$ cat src/rtl/cd_pkg.sv
package cd_pkg;
    localparam int EVT_BIT = 6;

    typedef struct packed {
        logic mask;
        logic evt;
    } cd_ctrl_t;
endpackage

$ cat src/rtl/cd_sync.sv
module cd_sync #(
    parameter int STAGES = 2
) (
    input  logic clk,
    input  logic rst_n,
    input  logic async_i,
    output logic sync_o
);
    logic [STAGES-1:0] chain_d, chain_q;

    always_comb begin
        chain_d = {chain_q[STAGES-2:0], async_i};
    end

    always_ff @(posedge clk or negedge rst_n) begin
        if (!rst_n) chain_q <= '0;
        else        chain_q <= chain_d;
    end

    assign sync_o = chain_q[STAGES-1];
endmodule

$ cat src/rtl/cd_debounce.sv
module cd_debounce #(
    parameter int CNT_W = 16
) (
    input  logic             clk,
    input  logic             rst_n,
    input  logic             sample_i,
    input  logic [CNT_W-1:0] limit_i,
    output logic             level_o,
    output logic             flip_o
);
    typedef struct packed {
        logic             lvl;
        logic [CNT_W-1:0] cnt;
    } deb_t;

    deb_t st_d, st_q;
    logic differ;

    always_comb begin
        st_d   = st_q;
        differ = (sample_i != st_q.lvl);
        flip_o = 1'b0;
        if (!differ) begin
            st_d.cnt = '0;
        end else if (st_q.cnt >= limit_i) begin
            st_d.lvl = sample_i;
            st_d.cnt = '0;
            flip_o   = 1'b1;
        end else begin
            st_d.cnt = st_q.cnt + 1'b1;
        end
    end

    always_ff @(posedge clk or negedge rst_n) begin
        if (!rst_n) st_q <= '0;
        else        st_q <= st_d;
    end

    assign level_o = st_q.lvl;

    AST_LEVEL_FOLLOWS_SAMPLE: assert property (@(posedge clk) disable iff (!rst_n)
        !$stable(st_q.lvl) |-> ($past(sample_i) == st_q.lvl));
    AST_RUN_RESTARTS: assert property (@(posedge clk) disable iff (!rst_n)
        (sample_i == st_q.lvl) |=> (st_q.cnt == '0));
endmodule

$ cat src/rtl/card_detect_irq.sv
module card_detect_irq #(
    parameter int CNT_W = 16,
    parameter int REG_W = 8
) (
    input  logic             clk,
    input  logic             rst_n,
    input  logic             dat3_pin,
    input  logic [CNT_W-1:0] debounce_limit,
    input  logic             ctrl_we,
    input  logic [REG_W-1:0] ctrl_wdata,
    input  logic             stat_we,
    input  logic [REG_W-1:0] stat_wdata,
    output logic             card_present,
    output logic             event_flag,
    output logic             mask_bit,
    output logic             irq
);
    import cd_pkg::*;

    logic pin_sync;
    logic flip;
    cd_ctrl_t ctl_d, ctl_q;

    cd_sync #(.STAGES(2)) u_sync (
        .clk    (clk),
        .rst_n  (rst_n),
        .async_i(dat3_pin),
        .sync_o (pin_sync)
    );

    cd_debounce #(.CNT_W(CNT_W)) u_deb (
        .clk     (clk),
        .rst_n   (rst_n),
        .sample_i(pin_sync),
        .limit_i (debounce_limit),
        .level_o (card_present),
        .flip_o  (flip)
    );

    always_comb begin
        ctl_d = ctl_q;
        if (ctrl_we) ctl_d.mask = ctrl_wdata[EVT_BIT];
        if (stat_we && stat_wdata[EVT_BIT]) ctl_d.evt = 1'b0;
        if (flip) ctl_d.evt = 1'b1;
    end

    always_ff @(posedge clk or negedge rst_n) begin
        if (!rst_n) ctl_q <= '0;
        else        ctl_q <= ctl_d;
    end

    assign event_flag = ctl_q.evt;
    assign mask_bit   = ctl_q.mask;
    assign irq        = ctl_q.evt & ~ctl_q.mask;

    AST_MASK_SILENCES: assert property (@(posedge clk) disable iff (!rst_n)
        mask_bit |-> !irq);
    AST_CHANGE_FLAGS: assert property (@(posedge clk) disable iff (!rst_n)
        !$stable(card_present) |-> event_flag);
    AST_FLAG_HOLDS: assert property (@(posedge clk) disable iff (!rst_n)
        (event_flag && !(stat_we && stat_wdata[EVT_BIT])) |=> event_flag);
endmodule

$ cat config.mk
export PLATFORM = sky130hd
export DESIGN_NAME = card_detect_irq
export DESIGN_NICKNAME = d
export VERILOG_FILES = /design/src/rtl/cd_pkg.sv /design/src/rtl/cd_sync.sv /design/src/rtl/cd_debounce.sv /design/src/rtl/card_detect_irq.sv
export SDC_FILE = /design/constraint.sdc
export NUM_CORES = 1
export LEC_CHECK = 0
export BUFFER_PORTS_ARGS = -buffer_cell sky130_fd_sc_hd__buf_2
export CAP_MARGIN = 25
export CORE_MARGIN = 3
export CORE_UTILIZATION = 40
export CTS_CLUSTER_SIZE = 25
export DETAILED_ROUTE_END_ITERATION = 12
export MAX_ROUTING_LAYER = met4
export PLACE_DENSITY = 0.66
export SLEW_MARGIN = 20
export SYNTH_ARGS = -nofsm -noshare
export SYNTH_HDL_FRONTEND = slang
export SYNTH_SLANG_ARGS = --single-unit
$ cat constraint.sdc
create_clock -name clk -period 1.8 [get_ports clk]
set_input_delay 0.45 -clock clk [delete_from_list [all_inputs] [get_ports clk]]
set_output_delay 0.45 -clock clk [all_outputs]
set_load 0.1 [all_outputs]
After elaboration in Yosys (flattened, before gate mapping)
Index checks and enable logic that the tools add are counted.

cells by class
  add/sub/neg operators = 1
  equal/unequal tests = 1
  bitwise operators = 2
  muxes and demuxes = 6
  reductions and logical operators = 3
  magnitude comparators = 1

operators with widths
  operator                 number
  $mux W16                 2
  $add A16 B1 Y16 const B  1
  $ge A16 B16 Y1           1
  $mux W1                  4
  $reduce_and A2 Y1        1
  $reduce_bool A2 Y1       1
  $and A1 B1 Y1            1
  $logic_and A1 B1 Y1      1
  $ne A1 B1 Y1             1
  $not A1 Y1               1

word-level totals
  output and inout bits = 4
  bits in registers = 21
  word-level logic and storage cells = 19

Depth between registers and ports, before layout
  depth in word-level cells = 4
  gate-level depth with buffers = 8
  depth with buffers taken out = 7

By module
A second synthesis with hierarchy kept.

unflattened totals
  cells, all modules = 141
  area total of the unflattened synthesis = 1351.3 µm²

by module, submodules not included
  module           area an instance (µm²)  cells an instance  times used
  cd_debounce      1218.7                  133                1
  card_detect_irq  82.6                    6                  1
  cd_sync          50.0                    2                  1

Least setup slack after synthesis
No wires, ideal clock.

  path kind = register to output
  start = reg ctl_q (netlist bit event_flag)
  end = out irq
  arrival time = 2.362 ns
  path buffers = 0
  path slack = -1.012 ns
  stages on the path, launching flop included = 2
  cell sequence = dfrtp_1 nor2b_1

on the way
  cells in the longest elaborated chain, start to end = 1

ends and longest elaborated chain
  element                 line                   RTL
  from (decl)             card_detect_irq.sv:22  cd_ctrl_t ctl_d, ctl_q;
  from (signal assigned)  card_detect_irq.sv:49  else ctl_q <= ctl_d;
  $and A1 B1 Y1           card_detect_irq.sv:54  assign irq = ctl_q.evt & ~ctl_q.mask;
  to (decl)               card_detect_irq.sv:16  output logic irq

Every way passes these cells.

Worst setup path after layout
  start = reg u_deb.st_q[13] (netlist bit)
  end = reg u_deb.st_q (netlist bit u_deb.level_o)

on the way
  cells in the longest elaborated chain, start to end = 2

ends and longest elaborated chain
  element                      line               RTL
  from (decl)                  cd_debounce.sv:16  deb_t st_d, st_q;
  from (signal assigned)       cd_debounce.sv:36  else st_q <= st_d;
  $ge A16 B16 Y1               cd_debounce.sv:25  end else if (st_q.cnt >= limit_i) begin
  $reduce_and A2 Y1 (no line)  -

Every way passes these cells.
A chain may end at the register's enable or synchronous reset.

==> impl_metrics.env <==
export IMPL_status="finished with violations"
export IMPL_failed_checks="setup timing"
export IMPL_clk_latency_ns=0.31
export IMPL_synth_cell_types=30
export IMPL_dpl_hpwl_um=2275
export IMPL_synth_area_leader_cell="dfrtp_1"
export IMPL_ys_warn_count=0
export IMPL_yosys_register_bits=21
export IMPL_cellPowerDensity_mw_per_mm2=443.3
export IMPL_min_period_ns=1.848
export IMPL_yosysSeqAreaShare_pct=38.36
export IMPL_max_freq_mhz=541.2
export IMPL_syn_area_per_cell_um2=10.00
export IMPL_power_share_clock_pct=25.4
export IMPL_setup_ws_ns=-0.04766
export IMPL_routabilityCongestion=0.7646
export IMPL_path_max_fanout=3
export IMPL_instances_no_fill=236
export IMPL_setup_violations_final=5
export IMPL_grt_pass1_vias=1200
export IMPL_drv_slew=0
export IMPL_start_kind="register"
export IMPL_vdd_ir_drop_max_uv=419.7
export IMPL_dr_first_iter_drc_count=19
export IMPL_cts_max_level=1
export IMPL_cts_tree="yes"
export IMPL_cts_buffer_depth=2
export IMPL_wl_per_cell_um=12.94
export IMPL_power_static_leakage_nw=0.9847
export IMPL_io_pins=41
export IMPL_dieArea_mm2=0.004163
export IMPL_netlist_top_cells_area="dfrtp_1 38%, ha_1 16%, xor2_1 7.0%"
export IMPL_power_internal_mw=0.6490
export IMPL_synth_most_common_cell="dfrtp_1"
export IMPL_synth_commonest_cells="21 x dfrtp_1, 17 x ha_1, 17 x inv_1"
export IMPL_core_area_mm2=0.003153
export IMPL_cp_arrival_ns=2.04
export IMPL_start_util_pct=43.45
export IMPL_die_w_um=64.53
export IMPL_grt_max_degree=22
export IMPL_avgViaCountPerCell=4.831
export IMPL_met2_wirelength_um=1722
export IMPL_swShare_pct=28.00
export IMPL_row_count=20
export IMPL_clkTransAtPathRegs_ns=0.12
export IMPL_final_nets=247
export IMPL_p_seq_share_pct=54.3
export IMPL_wirelength_um=3055
export IMPL_comb_power_share_pct=20.3
export IMPL_syn_nets=191
export IMPL_syn_area_mm2=0.001370
export IMPL_maxCapViolations=0
export IMPL_die_y_um=64.53
export IMPL_wl_met3_um=106
export IMPL_synth_edf_count=0
export IMPL_fin_crit_sh_pct=102.6
export IMPL_clock_sinks=21
export IMPL_area_delta_synth_final_pct=48.40
export IMPL_layout_drive_gt1_share_pct=50.52
export IMPL_ys_async_sr_fraction_pct=100.0
export IMPL_rsz0062_at_grt="yes"
export IMPL_antenna_found_initial=0
export IMPL_fin_skew_ns=0.01277
export IMPL_maxSlewHeadroom_pct=67.90
export IMPL_grt_total_usage_pct=16.10
export IMPL_critPathKind="register to register"
export IMPL_hold_class="input pin to async pin"
export IMPL_hold_viol=0
export IMPL_holdBufCountCts=0
export IMPL_ant_nets=0
export IMPL_overflow=0
export IMPL_ys_flop_type="dfrtp_1"
export IMPL_cts_root_buf="clkbuf_4"
export IMPL_netSwitchingPower_mw=0.2523
export IMPL_end_kind="register"
export IMPL_synthCells=137
export IMPL_num_vias=1140
export IMPL_grt_first_pass_wirelength_um=5230
export IMPL_worst_pin_slew_ns=0.4848
export IMPL_holdWs_ns=0.07492
export IMPL_drc=0
export IMPL_io_buffers=26
export IMPL_diodes=0
export IMPL_dp_cells=226
export IMPL_top_layer="met3"
export IMPL_cp_required_ns=1.99
export IMPL_dr_pass1_iters=4
export IMPL_numCtsBuffers=3
export IMPL_wl_met1_um=1225
export IMPL_synth_top_area_share_pct=38.36
## registers in the layout, indices dropped and copies added, names as in the netlist
signal / flops
event_flag: 1
mask_bit: 1
u_deb.level_o: 1
u_deb.st_q: 16
u_sync.chain_q: 2
## metrics by stage
stage | setup TNS, ns | total power [mW] | instance area [um2] | util, % | worst slack (ns)
finish | -0.08847 | 0.9013 | 2033 | 64.48 | -0.04766
global route | -1.360 | 0.9508 | 2033 | 64.48 | -0.1116
CTS | -0.1196 | 0.8907 | 1874 | 59.44 | -0.04942
detailed placement | -3.916 | 0.6550 | 1792 | 56.83 | -0.2839
global placement | -3.431 | 0.6465 | 1792 | 56.83 | -0.2640
floorplan | -0.008994 | 0.5912 | 1468 | - | -0.008994
## area by class of cell
type / instances / area, um2
multi-input cells: 98 / 999.7
fillers: 272 / 1120
inverters: 17 / 73.82
repair buffers: 52 / 350.3
well taps: 44 / 55.05
clock buffers: 4 / 26.28
flip-flops and latches: 21 / 528.0
## worst paths after layout
path / slack (ns) / end / start / cells past startpoint
worst max-delay path: -0.05 / u_deb.level_o$_DFFE_PN0P_ / u_deb.st_q[13]$_DFF_PN0_ / 7
worst min-delay path: 0.07 / u_deb.st_q[10]$_DFF_PN0_ / rst_n / 1
worst max register to register: -0.05 / u_deb.level_o$_DFFE_PN0P_ / u_deb.st_q[13]$_DFF_PN0_ / 7
worst min register to register: 0.36 / u_sync.chain_q[1]$_DFF_PN0_ / u_sync.chain_q[0]$_DFF_PN0_ / 0
max in group asynchronous: 1.36 / mask_bit$_DFFE_PN0P_ / rst_n / 1
min in group clk: 0.25 / u_sync.chain_q[0]$_DFF_PN0_ / dat3_pin / 1
## logic make-up after synthesis
kind of cell | Yosys count | synth area share [%]
buffers and inverters | 18 | 5.479
DFF | 21 | 38.36
and+or+nand+nor | 51 | 21.64
AOI/OAI and AO/OA | 13 | 7.762
xor gates and xnor gates | 15 | 9.589
muxes | 2 | 1.644
adders and majority gates | 17 | 15.52
## placed cells by master, fill, tap and decap left out, types with 2 or more instances in the layout
master | synthesis | layout
buf_2 | 0 | 26
buf_4 | 0 | 24
dfrtp_1 | 21 | 19
nor2_4 | 1 | 15
inv_1 | 17 | 11
xor2_1 | 11 | 11
ha_1 | 17 | 11
nand2_1 | 9 | 9
ha_4 | 0 | 6
a21oi_1 | 5 | 5
and3_1 | 5 | 5
nand3_1 | 6 | 5
inv_2 | 0 | 4
xnor2_1 | 4 | 4
nand4_1 | 4 | 4
clkbuf_4 | 0 | 3
nor2_1 | 10 | 2
nor2_2 | 8 | 2
and4_1 | 2 | 2
dfrtp_2 | 0 | 2
buf_12 | 0 | 2
## routing by layer
layer	global-route usage [%]	vias to the layer above
li1	-	576
met1	18.70	546
met2	29.77	18
met3	3.120	0
met4	1.583	0
met5	-	-
## repair_timing
action / 4_1_cts / 5_1_grt
setup buffers: 2 / 4
resized for setup: 7 / 27
endpoints found under the setup margin: 18 / 18
pin swaps: 7 / 17
## worst max-delay path, stage by stage, from the launching register on
cell and delay [ns]:
dfrtp_1 0.44, ha_4 0.28, nand4_1 0.17, buf_4 0.20
nor2_2 0.15, a2bb2oi_4 0.10, nand3_2 0.10, mux2_4 0.29
## power by group through the flow
stage | combinational, mW | clock (mW) | sequential (mW)
after floorplan | 0.0749 | 0 | 0.516
after global placement | 0.148 | 0 | 0.498
after detailed placement | 0.156 | 0 | 0.499
after CTS | 0.164 | 0.237 | 0.490
after global routing | 0.202 | 0.257 | 0.492
final | 0.183 | 0.229 | 0.490
Note: power is estimated with default switching activity, not from simulation.
